File: src/rtl/dsm_pkg.sv
package dsm_pkg;

    // Pair of operand sign bits {a_msb, b_msb}
    typedef enum logic [1:0] {
        SGN_PP = 2'b00,
        SGN_PN = 2'b01,
        SGN_NP = 2'b10,
        SGN_NN = 2'b11
    } sign_pair_e;

endpackage

File: src/rtl/dsm_seg_extract.sv
module dsm_seg_extract #(
    parameter int W   = 8,
    parameter int SEG = 4,
    parameter int SHW = 3
) (
    input  logic [W-1:0]   opnd,
    output logic [W-1:0]   mag,
    output logic [SEG-1:0] seg,
    output logic [SHW-1:0] shamt
);
    localparam int LW = $clog2(W);

    logic [LW-1:0] lead;

    // two's-complement magnitude; -2^(W-1) maps to 2^(W-1) unsigned
    always_comb begin
        mag = opnd[W-1] ? (~opnd + 1'b1) : opnd;
    end

    // leading-one index (highest set bit wins)
    always_comb begin
        lead = '0;
        for (int i = 0; i < W; i++) begin
            if (mag[i]) lead = i[LW-1:0];
        end
    end

    // window at the leading one, or the raw low bits for small values
    always_comb begin
        if (int'(lead) >= SEG - 1) begin
            shamt = SHW'(int'(lead) - (SEG - 1));
            seg   = SEG'(mag >> shamt);
        end else begin
            shamt = '0;
            seg   = mag[SEG-1:0];
        end
    end

    always_comb begin
        if (mag >= W'(1 << (SEG - 1)))
            a_r3_window_msb: assert (seg[SEG-1])
                else $error("R3: window top bit clear for large magnitude");
        if (opnd != '0)
            a_r2_mag_nonzero: assert (mag != '0)
                else $error("R2: nonzero operand gave zero magnitude");
        a_r3_shift_range: assert (int'(shamt) <= W - SEG)
            else $error("R3: shift amount out of range");
    end

endmodule

File: src/rtl/dsm_scale_sign.sv
module dsm_scale_sign
    import dsm_pkg::*;
#(
    parameter int W   = 8,
    parameter int SEG = 4,
    parameter int SHW = 3,
    parameter int PW  = 16
) (
    input  logic [SEG-1:0] seg_a,
    input  logic [SEG-1:0] seg_b,
    input  logic [SHW-1:0] sh_a,
    input  logic [SHW-1:0] sh_b,
    input  logic           sgn_a,
    input  logic           sgn_b,
    output logic [PW-1:0]  prod
);
    localparam int SUMW = SHW + 1;
    localparam int SPW  = 2 * SEG;

    logic [SPW-1:0]  small_p;
    logic [SUMW-1:0] sh_sum;
    logic [PW-1:0]   wide_p;
    logic [PW-1:0]   mag_p;
    sign_pair_e      sp;

    // exact window product, widened to PW before shifting
    always_comb begin
        small_p = {{SEG{1'b0}}, seg_a} * {{SEG{1'b0}}, seg_b};
        sh_sum  = {1'b0, sh_a} + {1'b0, sh_b};
        wide_p  = {{(PW - SPW){1'b0}}, small_p};
        mag_p   = wide_p << sh_sum;
    end

    // sign selection by operand MSB pair, mux only
    always_comb begin
        sp   = sign_pair_e'({sgn_a, sgn_b});
        prod = mag_p;
        unique case (sp)
            SGN_PP, SGN_NN: prod = mag_p;
            SGN_PN, SGN_NP: prod = ~mag_p + 1'b1;
        endcase
    end

    always_comb begin
        if (seg_a == '0 || seg_b == '0)
            a_r5_zero_out: assert (prod == '0)
                else $error("R5: zero window gave nonzero product");
        if (prod != '0)
            a_r6_sign_match: assert (prod[PW-1] == (sgn_a ^ sgn_b))
                else $error("R6: product sign mismatch");
    end

endmodule

File: src/rtl/dsm_approx_mult.sv
module dsm_approx_mult #(
    parameter int W       = 8,
    parameter int SEG     = 4,
    parameter bit REG_OUT = 1'b1
) (
    input  logic             clk,
    input  logic             rst_n,
    input  logic [W-1:0]     opnd_a,
    input  logic [W-1:0]     opnd_b,
    output logic [2*W-1:0]   product
);
    localparam int PW  = 2 * W;
    localparam int SHW = $clog2(W - SEG + 1);

    logic [W-1:0]   opnd_v [2];
    logic [W-1:0]   mag_v  [2];
    logic [SEG-1:0] seg_v  [2];
    logic [SHW-1:0] sh_v   [2];
    logic [PW-1:0]  comb_p;

    assign opnd_v[0] = opnd_a;
    assign opnd_v[1] = opnd_b;

    for (genvar k = 0; k < 2; k++) begin : g_opnd
        dsm_seg_extract #(.W(W), .SEG(SEG), .SHW(SHW)) u_seg (
            .opnd  (opnd_v[k]),
            .mag   (mag_v[k]),
            .seg   (seg_v[k]),
            .shamt (sh_v[k])
        );
    end

    dsm_scale_sign #(.W(W), .SEG(SEG), .SHW(SHW), .PW(PW)) u_scale (
        .seg_a (seg_v[0]),
        .seg_b (seg_v[1]),
        .sh_a  (sh_v[0]),
        .sh_b  (sh_v[1]),
        .sgn_a (opnd_a[W-1]),
        .sgn_b (opnd_b[W-1]),
        .prod  (comb_p)
    );

    // optional output register
    if (REG_OUT) begin : g_reg
        always_ff @(posedge clk or negedge rst_n) begin
            if (!rst_n) product <= '0;
            else        product <= comb_p;
        end

        a_r1_reset_zero: assert property (@(posedge clk)
            !rst_n |-> product == '0)
            else $error("R1: output not zero in reset");

        a_r9_latency: assert property (@(posedge clk) disable iff (!rst_n)
            $past(rst_n) |-> product == $past(comb_p))
            else $error("R9: registered output lags wrongly");
    end else begin : g_comb
        assign product = comb_p;
    end

    // relate the product to the true operand magnitudes
    logic [PW-1:0] res_mag;
    logic [PW-1:0] exact_mag;
    always_comb begin
        res_mag   = comb_p[PW-1] ? (~comb_p + 1'b1) : comb_p;
        exact_mag = PW'(mag_v[0]) * PW'(mag_v[1]);
        a_r8_bound: assert (res_mag <= exact_mag)
            else $error("R8: approximation exceeds exact magnitude");
        if (mag_v[0] < W'(1 << SEG) && mag_v[1] < W'(1 << SEG))
            a_r7_small_exact: assert (res_mag == exact_mag)
                else $error("R7: small operands not exact");
    end

endmodule

File: config.mk
export PLATFORM = sky130hd
export DESIGN_NAME = dsm_approx_mult
export DESIGN_NICKNAME = d
export VERILOG_FILES = /design/src/rtl/dsm_pkg.sv /design/src/rtl/dsm_seg_extract.sv /design/src/rtl/dsm_scale_sign.sv /design/src/rtl/dsm_approx_mult.sv
export SDC_FILE = /design/constraint.sdc
export NUM_CORES = 1
export LEC_CHECK = 0
export ABC_AREA = 1
export ABC_CLOCK_PERIOD_IN_PS = 850
export BUFFER_PORTS_ARGS = -buffer_cell sky130_fd_sc_hd__buf_4
export CORE_ASPECT_RATIO = 2
export CORE_MARGIN = 4
export CORE_UTILIZATION = 49
export CTS_BUF_LIST = sky130_fd_sc_hd__clkbuf_8
export DETAILED_ROUTE_END_ITERATION = 6
export GPL_TIMING_DRIVEN = 0
export MAX_ROUTING_LAYER = met4
export PLACE_DENSITY = 0.8
export SLEW_MARGIN = 20
export SYNTH_ARGS = -nofsm -noshare
export SYNTH_HDL_FRONTEND = slang
export SYNTH_SLANG_ARGS = --single-unit
File: constraint.sdc
create_clock -name clk -period 0.85 [get_ports clk]
set_input_delay 0.1275 -clock clk [delete_from_list [all_inputs] [get_ports clk]]
set_output_delay 0.1275 -clock clk [all_outputs]
set_load 0.01 [all_outputs]
* Word-level counts from Yosys, hierarchy flattened *
Cells that the tools add are included.
Widths: inputs -> output; s select.

cells by class
  add/subtract/negate cells = 6
  $mul = 1
  order comparisons = 2
  equal/unequal tests = 3
  shift operators = 3
  muxes and demuxes = 21
  bitwise gates (word level) = 3
  reduce and logical (&&, ||, !) cells = 3

operators with widths
  kind                   count
  $pmux 16 s2            1
  $mux 3                 10
  $add 16x1->16 const B  1
  $add 8x1->8 const B    2
  $mux 8                 2
  $not 16->16            1
  $not 8->8              2
  $shl 8x4->16           1
  $shr 8x3->4            2
  $mul 4x4->8            1
  $mux 2                 4
  $mux 4                 2
  $ge 3x2->1 const B     2
  $sub 3x2->3 const B    2
  $add 3x3->4            1
  $eq 2x2->1 const B     2
  $reduce_or 2->1        2
  $eq 2x1->1 const B     1
  $logic_not 2->1        1
  $mux 1                 2

storage, ports and cells
  register bits after elaboration = 16
  input port bits = 18
  word-level logic and storage cells = 43

* Longest topological paths before layout *
  depth in word-level cells = 18
  mapped depth = 46
  depth with buffers taken out = 46

* Cells and area by module *
A second synthesis with hierarchy kept.

second synthesis, totals
  cell total of the unflattened synthesis = 510
  area, all modules = 3164.3 µm²

modules (own cells, without submodules)
  module           instances  cells each  area an instance (µm²)
  dsm_scale_sign   1          266         1490.2
  dsm_seg_extract  2          114         636.9
  dsm_approx_mult  1          16          400.4

* Worst setup path after synthesis *
No wires, ideal clock.

  path type = input-to-reg
  start point = input opnd_a[0]
  end point = register product[15]
  library setup time = 65 ps
  arrival = 5276 ps
  required time = 785 ps
  path slack = -4491 ps
  cell stages on the path = 39
  buffers on the path = 0
  cells stage by stage = inv_2 > ha_1 > nor2_1 > or2_1 > nand2_1 > nand2_1 > nand2_1 > nand2_1 > nand2_2 > nand2_2 > inv_1 > ha_1 > ha_1 > inv_1 > o21ai_0 > a21oi_1 > nand2_1 > nand2_2 > [3 not listed] > inv_1 > fa_1 > a21oi_1 > o21ai_0 > xnor2_1 > o21ai_0 > o21ai_0 > nand2_1 > nand2_1 > nor2_1 > o21bai_1 > nor2_2 > nand2_1 > nor2_2 > nand2_2 > nand2_2 > nand3_1 > nand2_1

on the way
  longest elaborated chain between the ends = 18

ends and longest elaborated chain
  element               RTL line               text
  from (decl)           dsm_approx_mult.sv:8   input logic [W-1:0] opnd_a,
  $not 8->8             dsm_seg_extract.sv:17  mag = opnd[W-1] ? (~opnd + 1'b1) : opnd;
  $add 8x1->8           dsm_seg_extract.sv:17
  $mux 8 (*)            dsm_seg_extract.sv:17
  $mux 1                dsm_seg_extract.sv:24  if (mag[i]) lead = i[LW-1:0];
  $mux 2 (2 in a row)   dsm_seg_extract.sv:24
  $mux 3 (4 in a row)   dsm_seg_extract.sv:24
  $sub 3x2->3           dsm_seg_extract.sv:31  shamt = SHW'(int'(lead) - (SEG - 1));
  $shr 8x3->4           dsm_seg_extract.sv:32  seg = SEG'(mag >> shamt);
  $mux 4                dsm_seg_extract.sv:30  if (int'(lead) >= SEG - 1) begin
  $mul 4x4->8           dsm_scale_sign.sv:28   small_p = {{SEG{1'b0}}, seg_a} * {{SEG{1'b0}}, seg_b};
  $shl 8x4->16 (*)      dsm_scale_sign.sv:31   mag_p = wide_p << sh_sum;
  $not 16->16           dsm_scale_sign.sv:40   SGN_PN, SGN_NP: prod = ~mag_p + 1'b1;
  $add 16x1->16         dsm_scale_sign.sv:40
  $pmux 16 s2 (*)       dsm_scale_sign.sv:38   unique case (sp)
  net comb_p[15]        dsm_approx_mult.sv:19  logic [PW-1:0] comb_p;
  to (signal assigned)  dsm_approx_mult.sv:47  else product <= comb_p;
  to (decl)             dsm_approx_mult.sv:10  output logic [2*W-1:0] product

Mark *: on every way through the listed nets, which the timed path passes. The rest lies on a longest branch.

* Final worst setup path *
  start point = input opnd_a[1]
  end point = register product[13]

The elaborated chain is that of the path after synthesis.

==> run summary <==
RSZ-0062 raised after global routing - yes
Sequential cell area - 400 µm²
Pre-antenna DRT Iters - 4
Via Count - 3,673
Mapped Area - 0.00296 mm²
Reg with most FFs - product
CTS HTree Levels - 1
Worst Path Required - 0.99 ns
Fin crit period - 5.21 ns
Outcome - finished, violations left
Number of I/O port buffers - 33
Top flop regs - product: 16 flops
Die span in x - 63.0 µm
Die outline height - 118 µm
Final setup vio count - 32
CTS tree - yes
Final antenna-violating net count - 0
Final Power - 18,400 µW
Pleak - 0.00227 µW
Largest net degree at the start of global routing - 17
Cell Pwr Density - 4040 mW/mm²
Gate Count Post-Synth - 485
Worst-margin pin slew - 0.415 ns
Initial drt markers - 165
Net Switching - 10,100 µW
Die ar. - 0.00743 mm²
Final Slew Violations - 0
CORE AREA - 0.00581 mm²
Max reg flops - 16
# fillers - 391
Initial Util - 51.0%
Final instance area - 0.00455 mm²
Wirelength per Cell - 16.0 µm
Maximum vdd drop - 1.59 mV
Row cnt - 39
Vias per cell - 5.83
Gate power share - 89.1%
DPL Wire Length - 6.77 mm
Fmax - 192 MHz
Clock sinks - 16
Grt total ovfl - 0
Layout cells sized above 1 - 46.7%
Mapped Nets - 534
Hold Fails Final Rpt - 0
Pint - 8300 µW
Post-Route WL - 10.1 mm
Yosys cell types - 38
#FFs+latches synth - 16
Initial antenna violation count - 0
CP max stage cell - fa_1
Finished Layout Cells - 630
Area grow syn2layout - 53.4%
DP Area - 0.00360 mm²
Max_slew headroom - 72.3%
Most used cell, CP - nand2_2
Clock power frac - 3.7%
Drt drc - 0
Routability cong. - 0.979
Multi-input logic area - 0.00291 mm²
First-pass GRT wire length - 15.2 mm
Number of global-route vias before repair - 3,728
Tcrit/Tclk final - 612%
Sequential power share - 7.3%
Syn avg cell area - 6.11 µm²
Worst-case clock buffer depth - 2
Hold crit path type - in -> async
CP peak stage delay - 0.43 ns
Sequential share of the synthesized area - 13.5%
Root Driver - clkbuf_8
Total CTS buffers - 3
# diodes - 0
Placed Instances - 579
Clock Pin Slew Worst Setup and Hold Paths - 0.06 ns
Count of max-cap constraint violations - 0
Worst setup margin - -4.36 ns
IO Pins - 34
GRT Overall Usage - 25.7%
CP Class - in -> reg
Switching part of the total - 54.8%
CP max FO - 6
Arr. time, crit path - 5.34 ns
Failing checks - setup timing
Yosys warns - 0
Endpoint class of the critical path - flop
Crit path launch type - input port
Nets - 619
## cells in the mapped netlist, drive strengths merged
cell    count  area [µm²]
o21ai      34         181
nand3b      1        7.51
inv        74         278
nand4       5        43.8
nand3      56         330
o211ai      4        30.0
fa          5         100
nand2     164         681
nor2       44         185
a21oi      19         103
xnor2       5        43.8
a21o        2        15.0
o22ai       1        6.26
ha         26         325
or2         6        37.5
clkinv      2        7.51
a31oi       2        27.5
o21bai      2        15.0
dfrtp      16         400
buf         5        33.8
xor2        6        52.6
nor3        2        26.3
mux2i       1        10.0
a22oi       3        22.5
## worst max-delay path: cells and delay by family
family          cells  cell delay (ns)
fa+ha+maj           6             1.68
simple gates       14             1.60
compound gates      8             1.21
buf+inv             7             0.53
xor+xnor            1             0.16
## what timing repair did
action                                  in CTS  in global routing
hold endpoints to repair                    16                  0
gates resized for setup                     82                 50
hold buffers                                 1                  0
endpoints found under the setup margin      32                 32
pin swaps                                   65                 50
buffers inserted                            30                 16
## layout by cell type, fill, tap and decap left out, drive strengths merged, types with 2 or more instances in the layout
cell      n
buf      84
o21ai    34
clkbuf    4
clkinv    2
xnor2     5
nor2     44
nand4     5
xor2      6
dfrtp    16
o211ai    4
a21oi    19
inv      74
nand2   164
a22oi     3
fa        5
nand3    56
a21o      2
o21bai    2
or2       6
nor3      2
a31oi     2
ha       26
## cell families after synthesis
group	synth area share, %
AOI/OAI and AO/OA	13.5
xor gates and xnor gates	3.25
adders and majority gates	14.4
buffers and inverters	10.8
DFF	13.5
muxes	0.338
and+or+nand+nor	44.3
## per-stage QoR
step	TNS [ns]	setup slack, ns	hold slack [ns]	util, %
after global routing	-66.16	-4.76	0.316	78.3
final	-61.64	-4.36	0.274	78.3
after detailed placement	-66.45	-4.77	-0.0108	62.0
after global placement	-65.11	-4.68	-0.0132	62.0
after floorplan	-55.26	-3.97	-0.168	-
after CTS	-59.48	-4.23	0.274	73.0
## worst max-delay path by stage
stage | from | endpoint | slack (ns)
6_report | opnd_a[1] | product[13] | -4.36
3_3_place_gp | opnd_a[1] | product[15] | -4.68
4_1_cts | opnd_a[0] | product[15] | -4.23
2_1_floorplan | opnd_a[1] | product[15] | -3.97
3_5_place_dp | opnd_a[1] | product[15] | -4.77
5_1_grt | opnd_a[1] | product[13] | -4.76
## per-layer routing
metal / vias to the layer above / global-route usage [%] / part of all wire, %
li1: 1728 / - / -
met1: 1716 / 19.3 / 30
met2: 151 / 51.4 / 58
met3: 78 / 2.01 / 3.5
met4: 0 / 20.9 / 8.7
met5: - / - / 0
## power groups by stage
stage	sequential, µW	combinational (µW)	clock (µW)
6_report	1340	16400	673
5_1_grt	1370	17500	707
4_1_cts	1330	13700	655
3_5_place_dp	1270	11200	0
3_3_place_gp	1260	10900	0
2_1_floorplan	1450	8580	0
## layout make-up
cell class	count	area share, %
Multi-Input combinational cell	388	63.9
Clock buffer	4	1.21
Inverter	76	7.54
Sequential cell	16	8.81
Timing Repair Buffer	80	16.1
Tap cell	61	1.68
Buffer	5	0.743
No activity file was read; power rests on OpenSTA's default activity.
